**src/rtl/bcd_disp_pkg.sv**
```systemverilog
package bcd_disp_pkg;

  localparam int NIB_W = 4;
  localparam int SEG_W = 7;
  localparam int DISPS_PER_SLOT = 2;

  typedef logic [NIB_W-1:0] nibble_t;
  typedef logic [SEG_W-1:0] seg_t;

  // Active-high segments, bit 0 = a ... bit 6 = g.
  function automatic seg_t hex_to_seg(input nibble_t v);
    seg_t s;
    case (v)
      4'h0: s = 7'b0111111;
      4'h1: s = 7'b0000110;
      4'h2: s = 7'b1011011;  // f stays dark
      4'h3: s = 7'b1001111;
      4'h4: s = 7'b1100110;
      4'h5: s = 7'b1101101;
      4'h6: s = 7'b1111101;
      4'h7: s = 7'b0000111;
      4'h8: s = 7'b1111111;
      4'h9: s = 7'b1101111;
      4'hA: s = 7'b1110111;
      4'hB: s = 7'b1111100;
      4'hC: s = 7'b0111001;
      4'hD: s = 7'b1011110;
      4'hE: s = 7'b1111001;
      default: s = 7'b1110001;
    endcase
    return s;
  endfunction

endpackage

```
**src/rtl/bcd_digit_cell.sv**
```systemverilog
module bcd_digit_cell
  import bcd_disp_pkg::*;
(
  input  logic    clk,
  input  logic    rst,
  input  logic    step,
  input  logic    down,
  output nibble_t value
);

  always_ff @(posedge clk) begin
    if (rst) begin
      value <= '0;
    end else if (step) begin
      if (down) begin
        value <= (value == 4'd0) ? 4'd9 : value - 4'd1;
      end else begin
        value <= (value == 4'd9) ? 4'd0 : value + 4'd1;
      end
    end
  end

endmodule

```
**src/rtl/bcd_chain.sv**
```systemverilog
module bcd_chain
  import bcd_disp_pkg::*;
#(
  parameter int NUM_DIGITS = 2
) (
  input  logic                        clk,
  input  logic                        rst,
  input  logic                        advance,
  input  logic                        down,
  output logic [NUM_DIGITS*NIB_W-1:0] value
);

  logic [NUM_DIGITS-1:0] step;

  for (genvar i = 0; i < NUM_DIGITS; i++) begin : g_digit
    if (i == 0) begin : g_first
      assign step[i] = advance;
    end else begin : g_next
      // Step the higher digit when the lower one sits at its turnover value.
      assign step[i] = step[i-1] &
        (down ? (value[(i-1)*NIB_W +: NIB_W] == 4'd0)
              : (value[(i-1)*NIB_W +: NIB_W] == 4'd9));
    end

    bcd_digit_cell u_cell (
      .clk   (clk),
      .rst   (rst),
      .step  (step[i]),
      .down  (down),
      .value (value[i*NIB_W +: NIB_W])
    );
  end

endmodule

```
**src/rtl/seg_display_bank.sv**
```systemverilog
module seg_display_bank
  import bcd_disp_pkg::*;
#(
  parameter int NUM_DIGITS = 2
) (
  input  logic                                       clk,
  input  logic                                       rst,
  input  logic                                       show_alt,
  input  logic [NUM_DIGITS*NIB_W-1:0]                main_val,
  input  logic [NUM_DIGITS*NIB_W-1:0]                alt_val,
  output logic [NUM_DIGITS*DISPS_PER_SLOT*SEG_W-1:0] seg_bus
);

  localparam int NUM_DISP = NUM_DIGITS * DISPS_PER_SLOT;

  for (genvar p = 0; p < NUM_DISP; p++) begin : g_disp
    localparam int SLOT = p / DISPS_PER_SLOT;
    nibble_t shown;

    assign shown = show_alt ? alt_val[SLOT*NIB_W +: NIB_W]
                            : main_val[SLOT*NIB_W +: NIB_W];

    always_ff @(posedge clk) begin
      if (rst) begin
        seg_bus[p*SEG_W +: SEG_W] <= hex_to_seg(4'd0);
      end else begin
        seg_bus[p*SEG_W +: SEG_W] <= hex_to_seg(shown);
      end
    end
  end

endmodule

```
**src/rtl/bcd_updown_display.sv**
```systemverilog
module bcd_updown_display
  import bcd_disp_pkg::*;
#(
  parameter int NUM_DIGITS = 2,
  parameter int RATIO_W    = 4,
  parameter int PCNT_W     = 4
) (
  input  logic                          clk,
  input  logic                          rst,
  input  logic                          cnt_stb,
  input  logic                          dir_tgl,
  input  logic                          pause,
  input  logic                          show_rate,
  input  logic [RATIO_W-1:0]            rate_ratio,
  input  logic [PCNT_W-1:0]             rate_count,
  output logic [NUM_DIGITS*4-1:0]       count_bcd,
  output logic                          dir_down,
  output logic [NUM_DIGITS*2*7-1:0]     seg_bus
);

  localparam int VAL_W = NUM_DIGITS * NIB_W;

  logic             advance;
  logic [VAL_W-1:0] alt_val;

  assign advance = cnt_stb & ~pause;

  // Direction register: a toggle in the strobe cycle only affects later steps,
  // because the chain reads the registered value.
  always_ff @(posedge clk) begin
    if (rst) begin
      dir_down <= 1'b0;
    end else if (dir_tgl) begin
      dir_down <= ~dir_down;
    end
  end

  always_comb begin
    alt_val = '0;
    alt_val[0 +: NIB_W]     = NIB_W'(rate_count);
    alt_val[NIB_W +: NIB_W] = NIB_W'(rate_ratio);
  end

  bcd_chain #(
    .NUM_DIGITS (NUM_DIGITS)
  ) u_chain (
    .clk     (clk),
    .rst     (rst),
    .advance (advance),
    .down    (dir_down),
    .value   (count_bcd)
  );

  seg_display_bank #(
    .NUM_DIGITS (NUM_DIGITS)
  ) u_disp (
    .clk      (clk),
    .rst      (rst),
    .show_alt (show_rate),
    .main_val (count_bcd),
    .alt_val  (alt_val),
    .seg_bus  (seg_bus)
  );

endmodule

```
**config.mk**
```make
export PLATFORM = sky130hd
export DESIGN_NAME = bcd_updown_display
export DESIGN_NICKNAME = d
export VERILOG_FILES = /design/src/rtl/bcd_disp_pkg.sv /design/src/rtl/bcd_digit_cell.sv /design/src/rtl/bcd_chain.sv /design/src/rtl/seg_display_bank.sv /design/src/rtl/bcd_updown_display.sv
export SDC_FILE = /design/constraint.sdc
export NUM_CORES = 1
export LEC_CHECK = 0
export ABC_AREA = 1
export BUFFER_PORTS_ARGS = -buffer_cell sky130_fd_sc_hd__buf_2
export CAP_MARGIN = 30
export CORE_ASPECT_RATIO = 0.6
export CORE_MARGIN = 4
export CORE_UTILIZATION = 45
export DETAILED_ROUTE_END_ITERATION = 6
export GPL_TIMING_DRIVEN = 0
export HOLD_SLACK_MARGIN = 0.06
export PLACE_DENSITY_LB_ADDON = 0.25
export SLEW_MARGIN = 15
export SYNTH_ARGS = -nofsm -noshare
export SYNTH_HDL_FRONTEND = slang
export SYNTH_SLANG_ARGS = --single-unit
```
**constraint.sdc**
```tcl
create_clock -name clk -period 1.3 [get_ports clk]
set_input_delay 0 -clock clk [delete_from_list [all_inputs] [get_ports clk]]
set_output_delay 0 -clock clk [all_outputs]
set_load 0.05 [all_outputs]
```
==> impl_summary.md, run 1 <==
Clocking
The maximum clock insertion buffer count is 2. The clock-pin transition on the worst setup and hold timing paths is 0.08 ns. In this run, CTS created clock tree buffers numbering 3.

The clock network latency to the later pin of the worst-skew pair is 0.27 ns. In this run the number of H-tree levels came out at 1. The root buffer cell chosen for the clock tree is sky130_fd_sc_hd__clkbuf_8. The clock drives 23 sinks. The CTS tree is built.

Place
The count of buffers inserted at the top-level ports is 48. The routability congestion estimate from global placement is 0.925. The HPWL after detailed placement is 3.11 mm. Timing analysis after detailed placement gives a worst setup slack of -0.107 ns. Summing all placed instances gives a cell area of 2070 um^2.

Worst setup path
The critical path is of the register to register type. For the worst setup path, the data arrival time is 1.42 ns. The kind of launch point of the worst setup path is a register. The worst setup path is captured at a register. Of all nets on the critical path, the largest fanout is 7. The worst path required time is 1.46 ns.

Power and ir drop
The leakage dissipation is 1.17 nW. The total power density per cell area is 1010 nW/um^2. Across the VDD grid, the largest voltage drop is 0.000547 V.

Timing
The final setup slack of the worst path is 0.0371 ns. The final-report setup violation count is 0. Across the routed clock network, the largest skew measured is 0.00429 ns. The period utilization is 0.971.

Setup repair after global routing could not meet its margin everywhere. The number of pins exceeding their max-slew limit in the final report is 0. In this run the tightest slew margin relative to its limit is 0.760. The slew at the pin closest to its max-slew limit is 0.359 ns. The number of endpoints with negative hold slack in the final report is 0. The clock period minus final worst setup slack is 1.26 ns.

The fmax is 792 MHz.

Drt
The detailed router placed 1789 vias in this run. In the final routed layout, each cell accounts on average for 11.8 um. For this block, the initial DRC count from the detailed router was 61. The detailed-routing iteration count for the pre-antenna-repair pass is 4.

The final wirelength is 4.29 mm. The met3 wire length is 329 um. The routed via count divided by cell count is 4.91.

The uppermost layer routed is met4. The routed design uses 1.97 mm of met2 wire. For this run, design rule violations remaining after detail routing come to 0.

Once detail routing completed, the nets flagged for antenna violations numbered 0. The routed metal-1 wirelength is 1.96 mm.

Synthesis
The count of warnings emitted by yosys is 0. Of all cell types, the one taking the most synthesized area is sky130_fd_sc_hd__dfxtp_1. For this run, asynchronously set or reset flops after synthesis account for 0. In the post-synthesis netlist, the biggest area contributors are sky130_fd_sc_hd__dfxtp_1, sky130_fd_sc_hd__nand2_1, sky130_fd_sc_hd__ha_1. Counting flops with a built-in enable in the synthesized netlist gives 0. After synthesis the cells add up to 1710 um^2. The area share of the largest cell type after synthesis is 0.269. In this run the mean area of a mapped cell was 6.72 um^2.

In the post-synthesis netlist, the cell with the most instances is sky130_fd_sc_hd__nand2_1. For this run, the register share of the synthesized area comes to 0.269. The flip-flop and latch count after synthesis is 23. Counting every net in the synthesized netlist gives 283. The number of distinct standard cells referenced by the synthesized netlist is 26. The predominant post-synthesis flop cell is sky130_fd_sc_hd__dfxtp_1. The number of cells produced by synthesis is 255. The commonest cells after synthesis are sky130_fd_sc_hd__nand2_1, sky130_fd_sc_hd__inv_1, sky130_fd_sc_hd__dfxtp_1.

Floorplanning
During I/O placement, the number of pins put on the boundary was 51. For this configuration, the core starts out at a cell density of 0.469. The y dimension of the die is 55.8 um.

The floorplan has 17 rows. The floorplan step set the die width to 87.7 um. The area of the core region is 3660 um^2. The area enclosed by the die boundary is 4890 um^2.

Worst hold path
In this run the worst hold path is classified as input pin to register.

Global route
The total routing usage reported by global routing is 0.166. The number of antenna violations at the first check in global routing was 0. The via count of the first global-routing pass came to 1476. The wire length of the first global-routing pass is 6.60 mm. Summed over all layers, the global routing overflow is 0. The pin count of the biggest net entering global routing is 13.

Cells and area
The number of antenna diodes in the final layout is 0. The post-synthesis to final-layout area growth is 38.0%. The finished cells cover 2360 um^2. The filler cells instantiated in the layout total 335. In the final design database the tool counted 346 nets. The fraction of layout instances using a drive strength above 1 is 0.457.

Job
The tool flagged a number of max-cap violations equal to 0.

Status
The run finished with clean final reports.
==> cells by family (layout without fill, tap and decap cells) <==
group / after synthesis / after routing / share of synthesized area
AO/OA/AOI/OAI: 37 / 37 / 0.140
XOR/XNOR: 1 / 1 / 0.00511
adder cells (fa/ha/maj): 14 / 14 / 0.102
buffers and inverters: 52 / 114 / 0.158
flip-flops: 23 / 23 / 0.269
AND/OR/NAND/NOR: 128 / 128 / 0.326
==> routing by layer <==
| metal | global-route usage | up-vias |
|---|---|---|
| met3 | 0.0473 | 6 |
| met1 | 0.232 | 794 |
| li1 | - | 922 |
| met5 | 0 | - |
| met4 | 0.0263 | 0 |
| met2 | 0.255 | 67 |
==> cells in the final DEF, fill, tap and decap left out, types with 7 or more instances in the layout <==
cell type and n:
sky130_fd_sc_hd__nor2_2 8, sky130_fd_sc_hd__buf_2 50, sky130_fd_sc_hd__inv_2 13, sky130_fd_sc_hd__dfxtp_1 14, sky130_fd_sc_hd__o21ai_4 8, sky130_fd_sc_hd__nand2_2 8
sky130_fd_sc_hd__buf_4 20, sky130_fd_sc_hd__nand3_1 17, sky130_fd_sc_hd__o21ai_0 7, sky130_fd_sc_hd__inv_1 19, sky130_fd_sc_hd__nand2_1 67, sky130_fd_sc_hd__nor2_1 18
==> critical path, stage by stage, from the launching register on <==
cell                       delay [ns]
sky130_fd_sc_hd__dfxtp_4         0.38
sky130_fd_sc_hd__o21ai_4         0.26
sky130_fd_sc_hd__ha_4            0.25
sky130_fd_sc_hd__o211ai_1        0.17
sky130_fd_sc_hd__nand3_1         0.09
==> sequential cells by signal, indices dropped and copies added, names as in the netlist <==
name / cells
u_disp.seg_bus: 14
dir_down: 1
u_chain.g_digit.u_cell.value: 8
==> path summary, 6_finish.rpt <==
path | cells past startpoint | slack, ns | from | to
hold / removal | 5 | 0.1 | pause | u_chain.g_digit[0].u_cell.value[3]
setup / recovery | 4 | 0.04 | u_chain.g_digit[1].u_cell.value[1] | u_disp.seg_bus[17]
hold reg to reg | 2 | 0.58 | u_chain.g_digit[0].u_cell.value[0] | u_chain.g_digit[0].u_cell.value[0]
setup reg to reg | 4 | 0.04 | u_chain.g_digit[1].u_cell.value[1] | u_disp.seg_bus[17]
==> metrics by stage <==
step	hold slack (ns)	util	cells	TNS, ns	power, mW
floorplan	0.137	-	255	0	1.62
global placement	0.238	0.566	350	-0.262	1.81
detailed placement	0.257	0.566	350	-0.420	1.82
CTS	0.0919	0.588	357	-0.0331	2.30
global route	0.113	0.646	364	-0.226	2.52
finish	0.0980	0.646	364	0	2.38
==> power by group <==
group | total (mW) | internal, mW | switching [mW]
combinational | 1.10 | 0.354 | 0.750
clock | 0.454 | 0.219 | 0.235
sequential | 0.824 | 0.765 | 0.0585
==> final cells by class <==
cell class                 count  area, um^2  area share
multi-input combinational    180        1170       0.495
sequential                    23         484       0.205
timing repair buffer          59         339       0.143
buffer                        18         141      0.0598
inverter                      33         126      0.0534
tap                           47        58.8      0.0249
clock buffer                   4        45.0      0.0190
==> timing repair <==
item	in CTS	in global routing
hold buffers	2	0
buffers inserted	1	8
hold endpoints to repair	2	0
setup endpoints to repair	12	18
pin swaps	3	18
gates resized for setup	4	41
(Power assumes the default switching activity.)
==> run 2: changes to the inputs <==
--- a/config.mk
+++ b/config.mk
@@ -5,7 +5,6 @@
 export SDC_FILE = /design/constraint.sdc
 export NUM_CORES = 1
 export LEC_CHECK = 0
-export ABC_AREA = 1
 export BUFFER_PORTS_ARGS = -buffer_cell sky130_fd_sc_hd__buf_2
 export CAP_MARGIN = 30
 export CORE_ASPECT_RATIO = 0.6
==> run 2 against run 1 <==
- the run now ends with negative setup slack left
- via count grew 2.8%
- final area grew 18%
- fmax shrank 19%
- sequential power shrank 6.1%
- count of clock-buffer cells in the layout is the same
- register-to-register slack lost 0.30 ns
- non-clock buffer count grew 27
- critical endpoint is now u_disp.seg_bus[18]
- highest routed layer unchanged
==> impl_summary.md, run 2 <==
Global route
The total routing usage reported by global routing is 0.199. The number of antenna violations at the first check in global routing was 0. In the global route stage, met1 resource usage came out at 0.256. The first global-routing pass estimated 7.82 mm of wire. Global routing finished with a remaining overflow of 0. The busiest layer in global routing is met2. The fraction of met3 tracks used by global routing is 0.0473. In the global route stage, met2 resource usage came out at 0.333.

The pin count of the biggest net entering global routing is 13. The via count of the first global-routing pass came to 1607.

Drt
The first-iteration detailed-routing DRC count is 92. The routed via count is 1839. The remaining number of nets flagged by the antenna check after routing is 0. The detailed-routing iteration count for the pre-antenna-repair pass is 4. After detailed routing, the number of remaining DRC violations is 0. In the final routed layout, each cell accounts on average for 17.1 um. For this block, the routed nets add up to 5.61 mm of wire. In the routed layout, each cell is associated on average with a via count of 5.62.

Synthesis
The most used flip-flop cell after synthesis is sky130_fd_sc_hd__dfxtp_1. The fraction of the mapped netlist area in adder cells is 0.101. The number of distinct standard cells referenced by the synthesized netlist is 48.

The proportion of synthesized area in mux cells is 0.0996. The biggest area contributor in the post-synthesis netlist is sky130_fd_sc_hd__dfxtp_1. The most common cell in the synthesized netlist is sky130_fd_sc_hd__dfxtp_1.

The number of cells produced by synthesis is 200. The flip-flop and latch count after synthesis is 23. The area of the mapped netlist is 1730 um^2. The post-synthesis simple-gate area fraction is 0.199. Of the total synthesized cell area, the portion taken by XOR and XNOR cells is 0.0303. The number of enable-type register cells in the synthesized netlist is 0. The share of synthesized area in the top cell type comes to 0.266. Yosys printed 0 warnings. The share of the Yosys chip area taken by registers is 0.266. The share of the synthesized area in compound gates (AO/OA/AOI/OAI) came to 0.180. The proportion of register bits with asynchronous set or reset after synthesis is 0. After synthesis, the largest family of logic cells by area is simple AND/OR/NAND/NOR gates. Counting instances in the post-synthesis netlist gives the leading cell types as sky130_fd_sc_hd__dfxtp_1, sky130_fd_sc_hd__nand2_1, sky130_fd_sc_hd__buf_4. The net count after synthesis is 228. The post-synthesis average cell area is 8.67 um^2. By area the synthesized netlist is led by sky130_fd_sc_hd__dfxtp_1, sky130_fd_sc_hd__ha_1, sky130_fd_sc_hd__buf_4.

Worst setup path
The kind of critical path is register to register. For this run, the slowest stage of the critical path takes 0.36 ns. The worst path required time is 1.46 ns. The terminus of the critical flop-to-flop path is u_disp.seg_bus[18].

The endpoint type of the worst setup path is a register. The kind of launch point of the worst setup path is a register. Along the worst path, the maximum fanout reaches 3. The data arrival at the endpoint of the critical path is 1.73 ns.

The signal on the critical path passes through mux2i_4 -> inv_2 -> ha_4 -> a211oi_2 -> a21oi_1 -> or2_1. The launch instance of the worst register-to-register path is u_chain.g_digit[1].u_cell.value[1]. The worst setup slack for register-to-register paths is -0.27 ns. The worst register-to-register path has a depth of 6.

The slowest stage of the critical path is the sky130_fd_sc_hd__dfxtp_4 cell.

Timing
The setup skew after layout is 0.00678 ns. The fmax is 639 MHz. The number of pins exceeding their max-slew limit in the final report was 0. In the finished design, the share of the clock period the worst path needs comes to 1.20.

The number of endpoints with negative hold slack in the final report came to 0. The clock period minus final worst setup slack is 1.57 ns. After layout, the worst setup slack is -0.266 ns. Setup repair after global routing could not meet its margin everywhere. The worst pin sits at a relative slew slack of 0.603.

For the pin with the worst max-slew slack, the measured transition is 0.595 ns. The final-layout setup total negative slack is -2.47 ns. Setup violations remaining at the end of the flow were counted as 21.

Floorplanning
In this run the core area contains 17 standard-cell rows. 51 I/O pins were placed. The die outline width is 88.1 um.

The region available for standard cell placement spans 3680 um^2. The starting density of the core is 0.471. The floorplan step set the die height to 56.1 um. The die covers 4940 um^2.

Worst hold path
The depth of the worst hold-timing path is 5. The kind of path behind the tightest hold check is input pin to register. The worst hold path startpoint is rate_count[2].

The path with the worst hold slack has its endpoint at u_disp.seg_bus[12].

Cells and area
The most frequent standard cell in the layout excluding fill and tap cells is sky130_fd_sc_hd__buf_2. The register with the most flip-flops in the layout has 14 of them. The post-layout utilization of the core is 0.758.

From synthesis to final layout, the design area changed by 60.8%. The number of antenna diodes is 0. In the final layout, the share of cells above drive strength 1 is 0.618. After routing the design area is 2790 um^2.

The library cells used most frequently in the layout, excluding fill and tap cells, are sky130_fd_sc_hd__buf_2, sky130_fd_sc_hd__buf_4, sky130_fd_sc_hd__dfxtp_1. The register ranked first by flip-flop count is u_disp.seg_bus. The largest registers in the layout are u_disp.seg_bus: 14 flops, u_chain.g_digit.u_cell.value: 8 flops, dir_down: 1 flops. The count of nets after finishing is 309.

Clocking
The tree is rooted in a sky130_fd_sc_hd__clkbuf_8. The CTS tree is built. The H-tree level count is 1. The number of clock sinks seen by CTS is 23. The clock network latency to the later pin of the worst-skew pair is 0.27 ns. The maximum clock insertion buffer count is 2.

The number of clock buffers added by TritonCTS is 3. After clock tree synthesis, the clock-pin slew on the worst setup and hold paths is 0.09 ns.

Power and ir drop
The total power density per cell area is 855 nW/um^2. In this run the static leakage power is 1.17 nW. IR analysis of the VDD net gives a maximum drop of 0.000526 V.

Status
The run finished, with violations left. The checks that failed: negative setup slack.

Place
The count of buffers inserted at the top-level ports is 50. The placed wire-length estimate after detailed placement is 3.00 mm. Routability-driven placement finished with a final weighted congestion of 0.891.

The cell area after placement is 2250 um^2. The worst-case setup slack after placement is -0.298 ns.

Job
Max-cap violations in this run came to 0.
==> run 2: cell types whose count changed in the layout (fill, tap and decap cells not counted), moves of 5 or more <==
cell | before | now
sky130_fd_sc_hd__nand2_1 | 67 | 11
sky130_fd_sc_hd__inv_1 | 19 | 2
sky130_fd_sc_hd__o21ai_4 | 8 | 0
sky130_fd_sc_hd__nand3b_1 | 0 | 5
sky130_fd_sc_hd__buf_4 | 20 | 33
sky130_fd_sc_hd__mux2i_4 | 0 | 7
sky130_fd_sc_hd__nor2_1 | 18 | 11
sky130_fd_sc_hd__buf_6 | 4 | 10
sky130_fd_sc_hd__nor2_2 | 8 | 2
sky130_fd_sc_hd__nand3_1 | 17 | 2
sky130_fd_sc_hd__inv_2 | 13 | 3
==> run 2: cells by family after synthesis <==
group                    Yosys count
buffers and inverters             34
XOR/XNOR                           6
AND/OR/NAND/NOR                   65
AO/OA/AOI/OAI                     44
multiplexers                      14
adder cells (fa/ha/maj)           14
flip-flops                        23
==> run 2: stage by stage <==
step	std cells	total power [mW]	hold slack, ns
finish	327	2.38	0.228
global route	327	2.49	0.234
CTS	319	2.25	0.184
detailed placement	297	1.69	0.247
global placement	297	1.68	0.236
floorplan	200	1.52	0.0998
==> run 2: timing repair <==
item,in CTS,in global routing
hold buffers,2,0
buffers inserted,19,8
cloned,1,1
pin swaps,11,19
setup endpoints to repair,18,21
endpoints found under the hold margin,5,0
gates resized for setup,24,31
==> run 2: worst max-delay path by stage <==
stage	from	end	cells past startpoint
3_3_place_gp	u_chain.g_digit[1].u_cell.value[1]	u_disp.seg_bus[18]	7
2_1_floorplan	u_chain.g_digit[1].u_cell.value[1]	u_disp.seg_bus[17]	6
3_5_place_dp	u_chain.g_digit[1].u_cell.value[1]	u_disp.seg_bus[18]	7
6_report	u_chain.g_digit[1].u_cell.value[1]	u_disp.seg_bus[18]	6
4_1_cts	u_chain.g_digit[0].u_cell.value[0]	u_disp.seg_bus[8]	6
5_1_grt	u_chain.g_digit[1].u_cell.value[1]	u_disp.seg_bus[18]	6
==> run 2: final cells by class <==
class	instances	area, um^2
inverters	6	25.0
multi-input cells	143	1410
well taps	47	58.8
plain buffers	24	218
flip-flops and latches	23	492
fillers	228	891
clock buffers	4	45.0
repair buffers	80	541
==> run 2: where the power goes <==
group	leakage [nW]	internal (mW)	switching [mW]
registers	0.196	0.744	0.0294
clock network	0.0228	0.219	0.235
logic	0.954	0.466	0.691
==> run 2: routing by layer <==
| layer | vias to the layer above | routed length, um |
|---|---|---|
| met5 | - | 0 |
| met4 | 0 | 179 |
| met3 | 20 | 350 |
| met2 | 76 | 2760 |
| met1 | 889 | 2310 |
| li1 | 854 | - |
==> run 2: critical path: cells and delay by family, from the launching register on <==
family          cells  cell delay (ns)
fa+ha+maj           1             0.17
buf+inv             1             0.12
flops               1             0.36
mux                 1             0.26
simple gates        1             0.24
compound gates      2             0.32
